--- config.mk ---
export PLATFORM = sky130hd
export DESIGN_NAME = irq_arbiter
export DESIGN_NICKNAME = d
export VERILOG_FILES = /design/src/rtl/irq_arb_pkg.sv /design/src/rtl/irq_en_regs.sv /design/src/rtl/irq_qualify.sv /design/src/rtl/irq_prio_pick.sv /design/src/rtl/irq_arbiter.sv
export SDC_FILE = /design/constraint.sdc
export NUM_CORES = 1
export LEC_CHECK = 0
export BUFFER_PORTS_ARGS = -buffer_cell sky130_fd_sc_hd__buf_2
export CORE_ASPECT_RATIO = 1.75
export CORE_MARGIN = 3
export CORE_UTILIZATION = 45
export CTS_CLUSTER_SIZE = 28
export DETAILED_ROUTE_END_ITERATION = 12
export GPL_TIMING_DRIVEN = 0
export PLACE_DENSITY = 0.83
export SKIP_LAST_GASP = 1
export SLEW_MARGIN = 20
export SYNTH_ARGS = -nofsm -noshare
export SYNTH_HDL_FRONTEND = slang
export SYNTH_HIERARCHICAL = 1
export SYNTH_SLANG_ARGS = --single-unit
--- constraint.sdc ---
create_clock -name clk -period 2.8 [get_ports clk]
set_clock_uncertainty 0.1 [all_clocks]
set_input_delay 0.56 -clock clk [delete_from_list [all_inputs] [get_ports clk]]
set_output_delay 0.56 -clock clk [all_outputs]
set_load 0.01 [all_outputs]
--- src/rtl/irq_arb_pkg.sv ---
package irq_arb_pkg;

   typedef enum logic [1:0] {
      CLS_RESET,
      CLS_TRAP,
      CLS_MASKABLE
   } src_class_e;

   localparam int unsigned RANK_EXT_RST  = 0;
   localparam int unsigned RANK_CLK_MON  = 1;
   localparam int unsigned RANK_WDOG     = 2;
   localparam int unsigned RANK_BAD_OP   = 3;
   localparam int unsigned RANK_SW_TRAP  = 4;
   localparam int unsigned RANK_XPIN     = 5;
   localparam int unsigned RANK_GPIN     = 6;
   localparam int unsigned FIXED_SRCS    = 7;

   localparam logic [15:0] PAGE_BASE     = 16'hFF00;

   function automatic src_class_e class_of(input int unsigned rank);
      if (rank <= RANK_WDOG)
         return CLS_RESET;
      else if (rank <= RANK_SW_TRAP)
         return CLS_TRAP;
      return CLS_MASKABLE;
   endfunction

   // each rank owns one 16-bit word, counting down from the top
   function automatic logic [15:0] vector_of(input logic [15:0] top,
                                             input logic [7:0]  rank);
      return top - {7'd0, rank, 1'b0};
   endfunction

endpackage

--- src/rtl/irq_en_regs.sv ---
module irq_en_regs #(
   parameter int unsigned NUM_PERIPH = 12,
   parameter int unsigned CFG_DW     = 8,
   parameter int unsigned CFG_AW     = 2,
   parameter bit          EN_RESET   = 1'b0
) (
   input  logic                  clk,
   input  logic                  rst_n,
   input  logic                  cfg_we,
   input  logic [CFG_AW-1:0]     cfg_addr,
   input  logic [CFG_DW-1:0]     cfg_wdata,
   output logic [CFG_DW-1:0]     cfg_rdata,
   output logic [NUM_PERIPH-1:0] periph_en
);

   localparam int unsigned WORDS = (NUM_PERIPH + CFG_DW - 1) / CFG_DW;
   localparam int unsigned PADW  = WORDS * CFG_DW;

   if (WORDS > (1 << CFG_AW)) begin : g_bad_aw
      $error("irq_en_regs: CFG_AW too narrow for the enable words");
   end

   logic [PADW-1:0] bank;

   for (genvar b = 0; b < PADW; b++) begin : g_bit
      if (b < NUM_PERIPH) begin : g_flop
         logic q;
         always_ff @(posedge clk or negedge rst_n) begin
            if (!rst_n)
               q <= EN_RESET;
            else if (cfg_we && (cfg_addr == CFG_AW'(b / CFG_DW)))
               q <= cfg_wdata[b % CFG_DW];
         end
         assign bank[b] = q;
      end else begin : g_pad
         assign bank[b] = 1'b0;
      end
   end

   always_comb begin
      cfg_rdata = '0;
      for (int w = 0; w < WORDS; w++) begin
         if (cfg_addr == CFG_AW'(w))
            cfg_rdata = bank[w*CFG_DW +: CFG_DW];
      end
   end

   assign periph_en = bank[NUM_PERIPH-1:0];

endmodule

--- src/rtl/irq_qualify.sv ---
module irq_qualify
   import irq_arb_pkg::*;
#(
   parameter int unsigned NUM_PERIPH = 12,
   localparam int unsigned NSRC      = FIXED_SRCS + NUM_PERIPH
) (
   input  logic [NSRC-1:0]       raw_req,
   input  logic [NUM_PERIPH-1:0] periph_en,
   input  logic                  ccr_x,
   input  logic                  ccr_i,
   output logic [NSRC-1:0]       qual_req
);

   for (genvar r = 0; r < NSRC; r++) begin : g_src
      localparam src_class_e CLS = class_of(r);
      if (CLS != CLS_MASKABLE) begin : g_unmaskable
         assign qual_req[r] = raw_req[r];
      end else if (r == RANK_XPIN) begin : g_xpin
         assign qual_req[r] = raw_req[r] & ~ccr_x;
      end else if (r == RANK_GPIN) begin : g_gpin
         assign qual_req[r] = raw_req[r] & ~ccr_i;
      end else begin : g_periph
         assign qual_req[r] = raw_req[r] & periph_en[r - FIXED_SRCS] & ~ccr_i;
      end
   end

endmodule

--- src/rtl/irq_prio_pick.sv ---
module irq_prio_pick #(
   parameter int unsigned N  = 19,
   parameter int unsigned IW = 5
) (
   input  logic [N-1:0]  req,
   output logic          any,
   output logic [IW-1:0] idx
);

   // scan from the bottom rank upward so the lowest index overwrites last
   always_comb begin
      any = 1'b0;
      idx = '0;
      for (int i = N - 1; i >= 0; i--) begin
         if (req[i]) begin
            any = 1'b1;
            idx = IW'(i);
         end
      end
   end

endmodule

--- src/rtl/irq_arbiter.sv ---
module irq_arbiter
   import irq_arb_pkg::*;
#(
   parameter int unsigned NUM_PERIPH = 12,
   parameter int unsigned CFG_DW     = 8,
   parameter int unsigned CFG_AW     = 2,
   parameter logic [15:0] VEC_TOP    = 16'hFFFE,
   parameter bit          EN_RESET   = 1'b0,
   localparam int unsigned NSRC      = FIXED_SRCS + NUM_PERIPH,
   localparam int unsigned SRC_W     = $clog2(NSRC)
) (
   input  logic                  clk,
   input  logic                  rst_n,
   input  logic                  rst_ext_req,
   input  logic                  clkmon_fail,
   input  logic                  wdog_tmo,
   input  logic                  illegal_op,
   input  logic                  swi_req,
   input  logic                  xirq_n,
   input  logic                  irq_n,
   input  logic [NUM_PERIPH-1:0] periph_req,
   input  logic                  ccr_x,
   input  logic                  ccr_i,
   input  logic                  cfg_we,
   input  logic [CFG_AW-1:0]     cfg_addr,
   input  logic [CFG_DW-1:0]     cfg_wdata,
   output logic [CFG_DW-1:0]     cfg_rdata,
   output logic                  req_valid,
   output logic [SRC_W-1:0]      req_src,
   output logic [15:0]           req_vector
);

   if (NUM_PERIPH < 1 || NSRC > 128) begin : g_bad_count
      $error("irq_arbiter: source count outside 8..128");
   end
   if (VEC_TOP[0] != 1'b0 ||
       (int'(VEC_TOP) - 2 * (int'(NSRC) - 1)) < int'(PAGE_BASE)) begin : g_bad_top
      $error("irq_arbiter: vectors do not fit the reserved page");
   end

   logic [NSRC-1:0]       raw_req;
   logic [NSRC-1:0]       qual_req;
   logic [NUM_PERIPH-1:0] periph_en;
   logic                  win_any;
   logic [SRC_W-1:0]      win_idx;

   assign raw_req = {periph_req, ~irq_n, ~xirq_n,
                     swi_req, illegal_op,
                     wdog_tmo, clkmon_fail, rst_ext_req};

   irq_en_regs #(
      .NUM_PERIPH (NUM_PERIPH),
      .CFG_DW     (CFG_DW),
      .CFG_AW     (CFG_AW),
      .EN_RESET   (EN_RESET)
   ) u_en_regs (
      .clk       (clk),
      .rst_n     (rst_n),
      .cfg_we    (cfg_we),
      .cfg_addr  (cfg_addr),
      .cfg_wdata (cfg_wdata),
      .cfg_rdata (cfg_rdata),
      .periph_en (periph_en)
   );

   irq_qualify #(
      .NUM_PERIPH (NUM_PERIPH)
   ) u_qualify (
      .raw_req   (raw_req),
      .periph_en (periph_en),
      .ccr_x     (ccr_x),
      .ccr_i     (ccr_i),
      .qual_req  (qual_req)
   );

   irq_prio_pick #(
      .N  (NSRC),
      .IW (SRC_W)
   ) u_pick (
      .req (qual_req),
      .any (win_any),
      .idx (win_idx)
   );

   always_ff @(posedge clk or negedge rst_n) begin
      if (!rst_n) begin
         req_valid  <= 1'b0;
         req_src    <= '0;
         req_vector <= '0;
      end else if (win_any) begin
         req_valid  <= 1'b1;
         req_src    <= win_idx;
         req_vector <= vector_of(VEC_TOP, 8'(win_idx));
      end else begin
         req_valid  <= 1'b0;
         req_src    <= '0;
         req_vector <= '0;
      end
   end

endmodule

==> flow_summary.ini <==
[run_status]
status = finished clean

[pwr]
p_seq_frac = 0.474
clockPowerShare = 0.238
p_leak_uw = 0.000956
p_sw_frac = 0.264
powerDensity_nw_per_um2 = 448
finalPower_uw = 833
vdd_drop_max_uv = 371
power.switching_uw = 220
combinationalPowerShare = 0.289
power.internal_uw = 613

[floorplanning]
pin_count = 64
die_h_um = 81.9
num_rows = 27
core_sq_um = 3140
chipWidth_um = 49.4
dieArea_sq_um = 4050
start_util = 0.472

[layout]
drive_gt1_frac = 0.551
final_util = 0.591
stdcell_count = 248
mostFrequentLayoutCells = buf_2 (56), buf_4 (29), dfrtp_1 (23)
antenna-diode-count = 0
final_common_cell = buf_2
fin_nets = 240
area_growth_pct = 25.3

[routing]
wl_met2_um = 1730
wl_um = 2890
drc_errors = 0
num_vias = 1169
drt-pass1-iter-count = 4
wl_per_cell_um = 11.6
postRouteAntennaNets = 0
viasPerCell = 4.71
routed-wl-met3_um = 197
m1WireLength_um = 942
top_layer_used = met4
drtIter0Drc = 36

[timing]
slew_violations = 0
setup_violations = 0
slew_headroom = 0.621
final.setup.tns_ns = 0
fmax_ghz = 0.431
setup_ws_ns = 0.482
post-route-period-util = 0.828
fin_crit_ns = 2.32
rsz0062_at_grt = false
finalHoldViolations = 0
tightest_slew_ns = 0.554

[global_routing]
grt_pass1_wl_um = 4860
grt_pass1_vias = 1213
grt_usage = 0.152
antenna_found_initial = 0
grt_max_degree = 24
grt_overflow_total = 0

[clock_network]
clock-sinks = 23
cts_tree = built
clockBufferDepth = 2
cts.htree.levels = 1
ctsResizeCount = 0
clock_latency_ns = 0.26
cts-buffers-inserted = 3
cts_setup_buffers = 0
clock-root-buffer = clkbuf_8
path_clk_slew_ns = 0.08
postCtsHoldBufs = 0

[worst_setup_path]
crit_type = in2reg
worstPathMaxFanout = 11
cp-end-kind = flop
required_ns = 2.86
worst_setup_path_start_kind = input port
arrival_ns = 2.37

[yosys]
syn_nets = 180
yosysWarningCount = 6
syn_area_sq_um = 1480
synthesis.instances = 146
syn_avg_cell_area_sq_um = 10.2
synth.top_cell.area_share = 0.388
synth.distinct_cells = 33
netlist_top_cells_area = dfrtp_1 (39%), buf_4 (15%), mux2_2 (9.1%)
synth_seq_cells = 23
yosys.area.top_type = dfrtp_1
synth.yosys.seq_area_share = 0.388

[job]
maxCapViolCount = 0

[placement]
place_ws_ns = 0.198
numPortBuffers = 55
dpl.hpwl_um = 2510
place.gp.congestion = 0.747
placed_cells = 244

[min_path]
hold_path.class = in2async
critical path, cell delays in order:
cell and delay [ns]:
buf_2 0.11, buf_6 0.13, and3b_1 0.23, or4_4 0.53, or3_1 0.40, nand2b_4 0.19, and2b_2 0.21
metrics by stage:
stage,instance area [sq um],hold slack [ns]
6_report,1860,0.150
3_5_place_dp,1810,0.419
4_1_cts,1860,0.165
3_3_place_gp,1810,0.414
2_1_floorplan,1480,0.164
5_1_grt,1860,0.172
power groups by stage:
| stage | registers [uW] | clock network, uW | logic [uW] |
|---|---|---|---|
| 6_report | 395 | 198 | 240 |
| 5_1_grt | 400 | 215 | 267 |
| 4_1_cts | 395 | 204 | 241 |
| 3_5_place_dp | 402 | 0 | 241 |
| 3_3_place_gp | 401 | 0 | 237 |
| 2_1_floorplan | 400 | 0 | 173 |
sequential cells by signal, summed over array words and instances (netlist names):
name / count
req_src: 5
u_en_regs/g_bit.g_flop.q: 12
req_vector: 6
kinds of logic after synthesis:
| group | count (synthesis) | share of synthesized area |
|---|---|---|
| other | 1 | 0.00253 |
| DFF | 23 | 0.388 |
| AOI/OAI and AO/OA | 11 | 0.0532 |
| muxes | 16 | 0.118 |
| and+or+nand+nor | 58 | 0.265 |
| buffers and inverters | 37 | 0.173 |
metal layers:
layer,vias to the layer above,global-route usage
met4,0,0.0416
met5,-,0
met1,526,0.130
met2,49,0.336
met3,3,0.0290
li1,591,-
synthesized netlist by cell type, drive strengths merged:
cell	n
buf	31
dfrtp	23
nor2	14
and3b	12
mux2	12
and2	9
inv	6
and2b	5
mux2i	4
a21oi	3
nor2b	3
nor3	3
nor4	3
o21ai	2
or4	2
a2111oi	1
a211oi	1
and3	1
conb	1
nand2	1
nand2b	1
nand3	1
nand3b	1
nor3b	1
o22ai	1
o311a	1
o41a	1
o41ai	1
or3	1
final timing paths:
kind	startpoint	endpoint	slack [ns]	depth (start not counted)
max	ccr_i	req_vector[5]	0.48	7
min	rst_n	req_src[3]	0.15	1
max reg2reg	u_en_regs/g_bit[3].g_flop.q	req_vector[5]	0.50	6
min reg2reg	u_en_regs/g_bit[7].g_flop.q	u_en_regs/g_bit[7].g_flop.q	0.43	1
max in group asynchronous	rst_n	u_en_regs/g_bit[11].g_flop.q	2.12	1
min in group clk	cfg_wdata[7]	u_en_regs/g_bit[7].g_flop.q	0.43	2
cell type report:
cell class                 instances  area [sq um]
fill                             287          1280
multi-input combinational         86           651
sequential                        23           576
timing repair buffer              55           275
buffer                            31           234
tap                               43          53.8
clock buffer                       3          41.3
inverter                           6          22.5
clock inverter                     1          5.00
(Power assumes the default switching activity.)
